### src/rtl/bmon_pkg.sv
package bmon_pkg;
    localparam int NUM_EV  = 4;
    localparam int SEL_W   = 2;
    localparam int ADDR_W  = 4;
    localparam int MASK_W  = NUM_EV + 1;
    localparam int CYC_BIT = NUM_EV;

    localparam logic [ADDR_W-1:0] A_CTRL     = 4'd0;
    localparam logic [ADDR_W-1:0] A_EN_SET   = 4'd1;
    localparam logic [ADDR_W-1:0] A_EN_CLR   = 4'd2;
    localparam logic [ADDR_W-1:0] A_CNT_RST  = 4'd3;
    localparam logic [ADDR_W-1:0] A_OVF      = 4'd4;
    localparam logic [ADDR_W-1:0] A_CYC      = 4'd5;
    localparam logic [ADDR_W-1:0] A_EV_BASE  = 4'd6;
    localparam logic [ADDR_W-1:0] A_EV_HI    = A_EV_BASE + ADDR_W'(NUM_EV);
    localparam logic [ADDR_W-1:0] A_SEL_BASE = A_EV_HI + 4'd1;

    localparam int CTRL_RUN    = 0;
    localparam int CTRL_EV_RST = 1;
    localparam int CTRL_CY_RST = 2;

    typedef enum logic [SEL_W-1:0] {
        EV_NONE = 2'd0,
        EV_RD   = 2'd1,
        EV_WR   = 2'd2,
        EV_RW   = 2'd3
    } bmon_ev_e;

    typedef struct packed {
        logic                         run;
        logic [MASK_W-1:0]            en;
        logic [MASK_W-1:0]            ovf;
        logic [NUM_EV-1:0][SEL_W-1:0] sel;
    } bmon_state_t;
endpackage

### src/rtl/bmon_evsel.sv
module bmon_evsel
    import bmon_pkg::*;
(
    input  logic [SEL_W-1:0] sel,
    input  logic             rd,
    input  logic             wr,
    output logic [1:0]       inc
);
    always_comb begin
        unique case (bmon_ev_e'(sel))
            EV_RD:   inc = {1'b0, rd};
            EV_WR:   inc = {1'b0, wr};
            EV_RW:   inc = {1'b0, rd} + {1'b0, wr};
            default: inc = 2'd0;
        endcase
    end
endmodule

### src/rtl/bmon_ctr.sv
module bmon_ctr #(
    parameter int W = 32
) (
    input  logic         clk,
    input  logic         rst_n,
    input  logic         clr,
    input  logic         en,
    input  logic [1:0]   inc,
    output logic [W-1:0] cnt,
    output logic         wrap
);
    logic [W-1:0] cnt_d, cnt_q;
    logic [W:0]   sum;

    assign sum = {1'b0, cnt_q} + (W+1)'(inc);

    always_comb begin
        cnt_d = cnt_q;
        wrap  = 1'b0;
        if (clr) begin
            cnt_d = '0;
        end else if (en) begin
            cnt_d = sum[W-1:0];
            wrap  = sum[W];
        end
    end

    always_ff @(posedge clk or negedge rst_n) begin
        if (!rst_n) cnt_q <= '0;
        else        cnt_q <= cnt_d;
    end

    assign cnt = cnt_q;
endmodule

### src/rtl/bus_perf_mon.sv
module bus_perf_mon
    import bmon_pkg::*;
#(
    parameter int DATA_W = 32,
    parameter int CNT_W  = 32,
    parameter int HI_W   = 8
) (
    input  logic              clk,
    input  logic              rst_n,
    input  logic              reg_wr,
    input  logic [ADDR_W-1:0] reg_addr,
    input  logic [DATA_W-1:0] reg_wdata,
    output logic [DATA_W-1:0] reg_rdata,
    input  logic              rd_beat,
    input  logic              wr_beat
);
    localparam int WIDE = CNT_W + HI_W;

    bmon_state_t st_d, st_q;

    logic                        wr_ctrl, wr_en_set, wr_en_clr, wr_cnt_rst, wr_ovf;
    logic [MASK_W-1:0]           wmask;
    logic                        cyc_clr, cyc_wrap;
    logic [CNT_W-1:0]            cyc_cnt;
    logic [NUM_EV-1:0]           ev_clr, ev_wrap;
    logic [NUM_EV-1:0][WIDE-1:0] ev_cnt;
    logic                        unused_wdata;

    assign unused_wdata = ^reg_wdata;
    assign wmask        = reg_wdata[MASK_W-1:0];
    assign wr_ctrl      = reg_wr && (reg_addr == A_CTRL);
    assign wr_en_set    = reg_wr && (reg_addr == A_EN_SET);
    assign wr_en_clr    = reg_wr && (reg_addr == A_EN_CLR);
    assign wr_cnt_rst   = reg_wr && (reg_addr == A_CNT_RST);
    assign wr_ovf       = reg_wr && (reg_addr == A_OVF);

    assign cyc_clr = (wr_ctrl && reg_wdata[CTRL_CY_RST]) || (wr_cnt_rst && wmask[CYC_BIT]);

    bmon_ctr #(.W(CNT_W)) u_cyc (
        .clk   (clk),
        .rst_n (rst_n),
        .clr   (cyc_clr),
        .en    (st_q.run && st_q.en[CYC_BIT]),
        .inc   (2'd1),
        .cnt   (cyc_cnt),
        .wrap  (cyc_wrap)
    );

    for (genvar i = 0; i < NUM_EV; i++) begin : g_ev
        localparam int W = (i == NUM_EV - 1) ? WIDE : CNT_W;
        logic [1:0]   inc;
        logic [W-1:0] cnt;

        assign ev_clr[i] = (wr_ctrl && reg_wdata[CTRL_EV_RST]) || (wr_cnt_rst && wmask[i]);

        bmon_evsel u_sel (
            .sel (st_q.sel[i]),
            .rd  (rd_beat),
            .wr  (wr_beat),
            .inc (inc)
        );

        bmon_ctr #(.W(W)) u_ctr (
            .clk   (clk),
            .rst_n (rst_n),
            .clr   (ev_clr[i]),
            .en    (st_q.run && st_q.en[i]),
            .inc   (inc),
            .cnt   (cnt),
            .wrap  (ev_wrap[i])
        );

        assign ev_cnt[i] = WIDE'(cnt);
    end

    always_comb begin
        st_d = st_q;
        if (wr_ctrl)   st_d.run = reg_wdata[CTRL_RUN];
        if (wr_en_set) st_d.en  = st_q.en | wmask;
        if (wr_en_clr) st_d.en  = st_q.en & ~wmask;
        st_d.ovf = (st_q.ovf & ~(wr_ovf ? wmask : '0)) | {cyc_wrap, ev_wrap};
        for (int i = 0; i < NUM_EV; i++) begin
            if (reg_wr && (reg_addr == A_SEL_BASE + ADDR_W'(i)))
                st_d.sel[i] = reg_wdata[SEL_W-1:0];
        end
    end

    always_ff @(posedge clk or negedge rst_n) begin
        if (!rst_n) st_q <= '0;
        else        st_q <= st_d;
    end

    always_comb begin
        reg_rdata = '0;
        unique case (reg_addr)
            A_CTRL:              reg_rdata = DATA_W'(st_q.run);
            A_EN_SET, A_EN_CLR:  reg_rdata = DATA_W'(st_q.en);
            A_OVF:               reg_rdata = DATA_W'(st_q.ovf);
            A_CYC:               reg_rdata = DATA_W'(cyc_cnt);
            A_EV_HI:             reg_rdata = DATA_W'(ev_cnt[NUM_EV-1][WIDE-1:CNT_W]);
            default:             reg_rdata = '0;
        endcase
        for (int i = 0; i < NUM_EV; i++) begin
            if (reg_addr == A_EV_BASE + ADDR_W'(i))
                reg_rdata = DATA_W'(ev_cnt[i][CNT_W-1:0]);
            if (reg_addr == A_SEL_BASE + ADDR_W'(i))
                reg_rdata = DATA_W'(st_q.sel[i]);
        end
    end
endmodule

### config.mk
export PLATFORM = sky130hd
export DESIGN_NAME = bus_perf_mon
export DESIGN_NICKNAME = d
export VERILOG_FILES = /design/src/rtl/bmon_pkg.sv /design/src/rtl/bmon_evsel.sv /design/src/rtl/bmon_ctr.sv /design/src/rtl/bus_perf_mon.sv
export SDC_FILE = /design/constraint.sdc
export NUM_CORES = 1
export LEC_CHECK = 0
export ABC_CLOCK_PERIOD_IN_PS = 6200
export BUFFER_PORTS_ARGS = -buffer_cell sky130_fd_sc_hd__buf_2
export CAP_MARGIN = 20
export CORE_ASPECT_RATIO = 0.5
export CORE_MARGIN = 4
export CORE_UTILIZATION = 50
export CTS_CLUSTER_DIAMETER = 40
export DETAILED_ROUTE_END_ITERATION = 10
export HOLD_SLACK_MARGIN = 0.06
export PLACE_DENSITY = 0.72
export SLEW_MARGIN = 0
export SYNTH_ARGS = -nofsm -noshare
export SYNTH_HDL_FRONTEND = slang
export SYNTH_SLANG_ARGS = --single-unit
### constraint.sdc
create_clock -name clk -period 6.2 [get_ports clk]
set_input_delay 1.86 -clock clk [delete_from_list [all_inputs] [get_ports clk]]
set_output_delay 1.86 -clock clk [all_outputs]
set_load 0.02 [all_outputs]
======== Yosys cells after proc, flatten, opt, wreduce, memory -nomap -nowiden ========
Index checks and enable logic that the tools add are counted.
operators by class
  bitwise operators ....................... 6
  eq/ne operators ......................... 26
  div/mod/pow operators ................... 0
  shift operators ......................... 0
  multiplexer cells ....................... 36
  order comparisons ....................... 0
  add/sub/neg operators ................... 6
  $mul .................................... 0
  reduce and logical (&&, ||, !) cells .... 34
operator list
  kind                   number
  $mux 32                16
  $pmux 32 s5            1
  $add 32x2->33          3
  $mux 40                2
  $add 40x2->41          1
  $add 32x1->33 const B  1
  $eq 4x4->1 const B     7
  $pmux 2 s3             4
  $logic_and 1x1->1      21
  $eq 2x2->1 const B     8
  $eq 4x3->1 const B     4
  $mux 5                 3
  $reduce_bool 2->1      6
  $and 5x5->5            2
  $mux 1                 10
  $not 5->5              2
  $or 5x5->5             2
  $eq 2x1->1 const B     4
  $eq 4x2->1 const B     2
  $logic_or 1x1->1       5
  $eq 4x1->1 const B     1
  $logic_not 4->1        1
  $add 1x1->2            1
  $reduce_or 2->1        1
word-level totals
  bits in registers ....................... 187
  memories kept ........................... 0
  bits in latches ......................... 0
  output and inout bits ................... 32
  input bits .............................. 41
  ROM bits ................................ 0
  RAM bits ................................ 0

======== Longest topological paths before layout ========
Gate-level depths: netlist of run 1.
  depth after elaboration ................. 11
  gate-level depth with buffers ........... 12

======== Hierarchy ========
A second synthesis of run 1 with hierarchy kept.
second synthesis, totals
  cell total of the unflattened synthesis .. 1260
  area, all modules ....................... 11514.8 µm²
modules (own cells, without submodules)
  module                         area each (µm²)  times used  cells each  sequential area each (µm²)
  bmon_ctr at g_ev[0].u_ctr ...  1769.2           4           186         800.8
  bus_perf_mon                   2140.8           1           274         475.5
  bmon_ctr at g_ev[3].u_ctr      2122.0           1           222         1001.0
  bmon_evsel                     43.8             4           5           0.0

======== Least setup slack after synthesis of run 1 ========
OpenSTA, ideal clock, no wires.
  path kind ............................... input -> output
  start ................................... input port reg_addr[0]
  end ..................................... output port reg_rdata[1]
  required time ........................... 4.340 ns
  data arrival time ....................... 3.650 ns
  stages on the path ...................... 8
  setup slack ............................. 0.690 ns
  cell sequence ........................... buf_2 -> clkbuf_1 -> clkbuf_1 -> clkbuf_1 -> nor3_1 -> a21oi_1 -> nor2_1 -> o31ai_1
on the way
  longest elaborated chain between the ends .. 11
  elaborated cells on any way between the ends .. 24
  those cells by class .................... eq/ne: 13; mux: 9; reduce/logical: 2
RTL lines
  item                                             RTL line             text
  start, declared                                  bus_perf_mon.sv:11   input logic [ADDR_W-1:0] reg_addr,
  $eq 4x1->1 / $eq 4x2->1 (equally long branches)  bus_perf_mon.sv:95   unique case (reg_addr)
  $reduce_or 2->1                                  bus_perf_mon.sv:95
  $pmux 32 s5                                      bus_perf_mon.sv:95
  $mux 32                                          bus_perf_mon.sv:104  if (reg_addr == A_EV_BASE + ADDR_W'(i))
  $mux 32                                          bus_perf_mon.sv:106  if (reg_addr == A_SEL_BASE + ADDR_W'(i))
  $mux 32                                          bus_perf_mon.sv:104
  $mux 32                                          bus_perf_mon.sv:106
  $mux 32                                          bus_perf_mon.sv:104
  $mux 32                                          bus_perf_mon.sv:106
  $mux 32                                          bus_perf_mon.sv:104
  $mux 32 (*)                                      bus_perf_mon.sv:106
  end, declared                                    bus_perf_mon.sv:13   output logic [DATA_W-1:0] reg_rdata,
Mark *: on every way between the ends. The rest lies on a longest branch, timed or not.

======== Final worst setup path of run 1 ========
  start ................................... input port reg_addr[0]
  end ..................................... output port reg_rdata[0]
The elaborated chain is that of the path after synthesis.

==> flow_summary.ini, run 1 <==
[sta]
fin_crit_ns = 5.77
slew_headroom_pct = 30.9
fin_ws_ns = 0.426
tns_ns = 0
hold_violations = 0
rsz0062_at_grt = false
tightest_slew_ns = 1.04
layout_worst_path_cycle_share_pct = 93.1
fin_skew_ns = 0.0104
slew_violations = 0
finalSetupViolations = 0
fmax_mhz = 173

[clocking]
cts_sinks = 187
cts_root_buffer = clkbuf_16
post_cts_buffers = 0
cts_tree = yes
numCtsBuffers = 17
cts.path.max_buffers = 2
ctsHoldBuffers = 0
clkLatencyLatePin_ns = 0.46
post_cts_resized = 0
htree_levels = 4
clk_pin_slew_ns = 0.07

[die]
dieArea_mm2 = 0.0252
core_area_mm2 = 0.0219
dieWidth_um = 221
start_util_pct = 51.6
die_h_um = 114
io_pins = 73
rows = 38

[global_route]
grt_pass1_wl_um = 58600
grt_overflow_total = 0
grt_max_degree = 121
grt_usage_pct = 30.4
grt_antenna_before_repair = 2
grt_pass1_vias = 10100

[power_and_ir_drop]
p_leak_nw = 5.32
p_per_area_mw_per_mm2 = 249
ir_drop_uv = 189

[routing]
first_iter_violations = 1619
drc = 0
drt.antenna.violating_nets = 0
firstDrtPassIters = 6
viasPerCell = 6.57
drt-total-wl_um = 37700
wl_per_cell_um = 22.9
vias = 10800

[worst_setup_path]
worstPathArrival_ns = 3.91
cp_slowest_cell = a2111oi_0
max_stage_delay_ns = 0.58
crit_required_ns = 4.34
path_buf_inv = 3
crit_chain = buf_2, buf_4, nor2_1, a21oi_1, nor3_1, a2111oi_0, a21oi_1, buf_2
cp-end-kind = primary output
worstSetupStartpointType = primary input
crit_type = in2out
cp_max_fo = 20
worst_path_dominant_cell_family = buffers and inverters

[synthesis]
yosysWarnings = 0
async_flop_share_pct = 100
synth_nets = 1349
synthesis.instances = 1294
syn_area_mm2 = 0.0113
ys_seq_area_share_pct = 41.4
synth.distinct_cells = 68
avgSynthCellArea_um2 = 8.74
synth-seq-cells = 187
synth_flop_cell = dfrtp_1
synth_edf_count = 0

[place]
dp_hpwl_um = 27700
globalplace.congestion = 1.01
place_ws_ns = 0.559
port_buffers = 45

[finish]
n_antenna_cell = 0
syn_to_final_growth_pct = 11.6
layout_common_cells = 187 x dfrtp_1, 153 x nor2_1, 122 x nand2_1
drive_gt1_share_pct = 11.5
nets = 1385
final_common_cell = dfrtp_1

[outcome]
outcome = finished, final reports clean

[flow_run]
cap_violations = 0

[worst_hold_path]
holdCritPathClass = reg2reg
-- flip-flops by register name, indices dropped and copies added (netlist names), named ones only --
| signal | flops |
|---|---|
| st_q | 14 |
| g_ev.u_ctr.cnt | 136 |
| u_cyc.cnt | 32 |
-- synth_stat cells (13+ instances only) --
cell type  instances  share of area [%]
or4_1             19                1.3
nand4_1           51                2.8
clkbuf_1          57                1.9
a22oi_1           42                2.8
and3_1            28                1.5
nor4_1            16               0.89
o21ai_0           70                3.1
nand2_1          122                4.1
or3_1             29                1.6
xnor2_1           34                2.6
xor2_1            78                6.0
inv_1             19               0.63
mux2_2            17                1.7
nor3_1            27                1.2
dfrtp_1          187                 41
nand2b_1          13               0.72
a21oi_1           72                3.2
o2111ai_1         23                1.8
nand3_1           68                3.0
nor2_1           153                5.1
-- routing by layer --
metal  up-vias  share of wire (%)  GRT usage [%]
met5         -              0.082              0
met4         4                1.7           7.98
met3        60                 13           9.97
met2       607                 42           43.9
met1      5303                 43           44.2
li1       4820                  -              -
-- final cells by class --
class                   count  area [µm²]
clock buffers              21         450
clock inverters            11         169
fillers                  1947        9300
inverters                  19        71.3
multi-input cells        1016        6310
flip-flops and latches    187        4680
well taps                 300         375
repair buffers             89         562
-- metrics by stage --
| stage | hold slack [ns] | instance area, µm² | total power [mW] | cells | util [%] |
|---|---|---|---|---|---|
| global placement | 0.496 | 12000 | 1.93 | 1610 | 54.7 |
| floorplan | 0.465 | 11300 | 1.74 | 1294 | - |
| finish | 0.539 | 12600 | 3.14 | 1643 | 57.6 |
| global route | 0.556 | 12600 | 3.26 | 1643 | 57.6 |
| CTS | 0.523 | 12600 | 3.14 | 1643 | 57.6 |
| detailed placement | 0.506 | 12000 | 1.95 | 1611 | 54.7 |
-- report_power, final --
group	leakage (nW)	switching [mW]	internal [mW]
logic	2.48	0.286	0.173
registers	2.54	0.171	1.32
clock network	0.301	0.506	0.686
-- cell families (layout without fill, tap and decap cells) --
family / after synthesis / after routing / share of synthesized area [%]
XOR/XNOR: 112 / 112 / 8.68
multiplexers: 23 / 23 / 2.22
flip-flops: 187 / 187 / 41.4
AND/OR/NAND/NOR: 577 / 577 / 25.9
buffers and inverters: 91 / 140 / 3.07
adder cells (fa/ha/maj): 14 / 14 / 1.82
AO/OA/AOI/OAI: 290 / 290 / 16.9
-- path summary, 6_finish.rpt --
| path | start | to | slack, ns | cells after the start |
|---|---|---|---|---|
| max | reg_addr[0] | reg_rdata[0] | 0.43 | 8 |
| min | st_q[8] | st_q[8] | 0.54 | 2 |
| max reg2reg | st_q[0] | st_q[8] | 3.04 | 9 |
| min reg2reg | st_q[8] | st_q[8] | 0.54 | 2 |
| max in group asynchronous | rst_n | g_ev[1].u_ctr.cnt[6] | 3.46 | 2 |
| min in group asynchronous | rst_n | g_ev[3].u_ctr.cnt[22] | 1.53 | 1 |
-- worst min-delay path: stages (launching register included) --
cell and delay (ns):
dfrtp_1 0.34, o21ai_0 0.10, nand2_1 0.07
Note: power is estimated with default switching activity, not from simulation.
==> run 2, diff against run 1 <==
--- a/config.mk
+++ b/config.mk
@@ -14,7 +14,7 @@
 export CTS_CLUSTER_DIAMETER = 40
 export DETAILED_ROUTE_END_ITERATION = 10
 export HOLD_SLACK_MARGIN = 0.06
-export PLACE_DENSITY = 0.72
+export PLACE_DENSITY = 0.65
 export SLEW_MARGIN = 0
 export SYNTH_ARGS = -nofsm -noshare
 export SYNTH_HDL_FRONTEND = slang
==> run 2 against run 1 <==
  * Fmax increased by 1.7%
  * Routed wire length increased by 0.93%
  * Non-clock buffer count increased by 2
  * Global-route usage increased by 0.43 points
  * Cell area increased by 0.49%
  * Clock skew increased by 0.0027 ns
  * Worst hold slack got worse by 0.0042 ns
  * Register-to-register slack got worse by 0.07 ns
  * Via count decreased by 1.2%
  * Flip-flop and latch count unchanged
  * Highest routed layer is now met4
==> flow_summary.ini, run 2 (synthesized netlist as in run 1, its figures left out) <==
[sta]
layout_worst_path_cycle_share_pct = 91.6
hold_violations = 0
rsz0062_at_grt = false
tns_ns = 0
slew_headroom_pct = 29.3
slew_violations = 0
tightest_slew_ns = 1.06
fin_crit_ns = 5.68
fmax_mhz = 176
fin_ws_ns = 0.521
fin_skew_ns = 0.0131
finalSetupViolations = 0

[routing]
drc = 0
first_iter_violations = 1366
drt-total-wl_um = 38100
wl_per_cell_um = 23.1
firstDrtPassIters = 8
drt.antenna.violating_nets = 0
viasPerCell = 6.48
vias = 10700

[outcome]
outcome = finished, final reports clean

[finish]
drive_gt1_share_pct = 11.8
syn_to_final_growth_pct = 12.2
fill_cells = 1978
multi_input_area_mm2 = 0.00631
layout_common_cells = 187 x dfrtp_1, 153 x nor2_1, 122 x nand2_1
final_common_cell = dfrtp_1
seq_area_mm2 = 0.00468
nets = 1387
largest_reg_flops = 136
design_area_mm2 = 0.0127

[global_route]
grt_overflow_total = 0
grt_max_degree = 106
grt_usage_pct = 30.9
grt_antenna_before_repair = 0
grt_pass1_vias = 9964
grt_pass1_wl_um = 58600

[worst_hold_path]
hold_end = st_q[8]
min_from = st_q[8]
holdCritPathClass = reg2reg
hold_depth = 2

[power_and_ir_drop]
p_leak_nw = 5.34
power_mw = 3.17
ir_drop_uv = 194
p_per_area_mw_per_mm2 = 250

[worst_setup_path]
worstSetupStartpointType = primary input
cp-end-kind = primary output
max_stage_delay_ns = 0.46
worst_path_dominant_cell_family = buffers and inverters
crit_required_ns = 4.34
reg2reg_to = st_q[8]
rr_worst_depth = 9
cp_slowest_cell = buf_2
cp_max_fo = 26
path_buf_inv = 4
crit_chain = buf_2, nor2b_1, buf_4, a22o_1, a222oi_1, buf_4, a21oi_1, buf_2
worstPathArrival_ns = 3.82
crit_type = in2out
reg2reg_slack_ns = 2.97
r2r_start = st_q[0]

[place]
placed_area_mm2 = 0.0120
dp_hpwl_um = 28200
port_buffers = 45
place_ws_ns = 0.592
globalplace.congestion = 0.997

[die]
start_util_pct = 51.6
die_h_um = 114
rows = 38
core_area_mm2 = 0.0219
dieWidth_um = 221
dieArea_mm2 = 0.0252
io_pins = 73

[clocking]
cts_sinks = 187
ctsHoldBuffers = 0
cts_root_buffer = clkbuf_16
clk_pin_slew_ns = 0.07
htree_levels = 4
post_cts_resized = 0
numCtsBuffers = 17
post_cts_buffers = 0
cts.path.max_buffers = 2
clkLatencyLatePin_ns = 0.46
cts_tree = yes

[flow_run]
cap_violations = 0
## run 2: cell count changes in the layout (fill, tap and decap cells not counted), moves of 2 or more
cell / previous run / this run
buf_4: 43 / 46
clkinvlp_4: 1 / 3
clkinv_4: 3 / 1
clkbuf_8: 2 / 4
clkbuf_1: 3 / 0
diode_2: 0 / 2
## run 2: final cells by class
cell class / count / share of cell area (%)
clock inverters: 11 / 1.51
clock buffers: 20 / 3.68
diodes: 2 / 0.0395
multi-input cells: 1016 / 49.8
flip-flops and latches: 187 / 36.9
well taps: 300 / 2.96
inverters: 19 / 0.563
repair buffers: 91 / 4.57
## run 2: worst max path at each step
stage | startpoint | endpoint | slack, ns | cells after the start
after global routing | reg_addr[1] | reg_rdata[29] | 0.43 | 8
after global placement | reg_addr[1] | reg_rdata[0] | 0.60 | 7
after detailed placement | reg_addr[1] | reg_rdata[20] | 0.59 | 7
after CTS | reg_addr[1] | reg_rdata[0] | 0.58 | 7
after floorplan | reg_addr[0] | reg_rdata[1] | 0.69 | 8
final | reg_addr[1] | reg_rdata[14] | 0.52 | 8
## run 2: metal layers
layer / track usage [%] / vias to the layer above / routed length [µm]
met4: 10.1 / 0 / 911
met2: 43.6 / 482 / 16000
met3: 10.9 / 59 / 4240
met5: 0 / - / 0
li1: - / 4831 / -
met1: 44.2 / 5288 / 16900
## run 2: power breakdown
| part | internal [mW] | switching, mW | total (mW) |
|---|---|---|---|
| sequential | 1.32 | 0.151 | 1.47 |
| combinational | 0.173 | 0.286 | 0.458 |
| clock | 0.745 | 0.502 | 1.25 |
| total | 2.23 | 0.939 | 3.17 |
## run 2: per-stage QoR
step | instances | hold slack, ns | util [%]
global placement | 1613 | 0.503 | 54.8
CTS | 1644 | 0.529 | 57.8
global route | 1644 | 0.564 | 57.8
finish | 1646 | 0.535 | 57.8
detailed placement | 1613 | 0.512 | 54.8
floorplan | 1294 | 0.465 | -
## run 2: tightest hold or removal path: cells and delay by family, from the launching register on
| kind | cells | cell delay, ns |
|---|---|---|
| flip-flops | 1 | 0.34 |
| AO/OA/AOI/OAI | 1 | 0.10 |
| AND/OR/NAND/NOR | 1 | 0.07 |
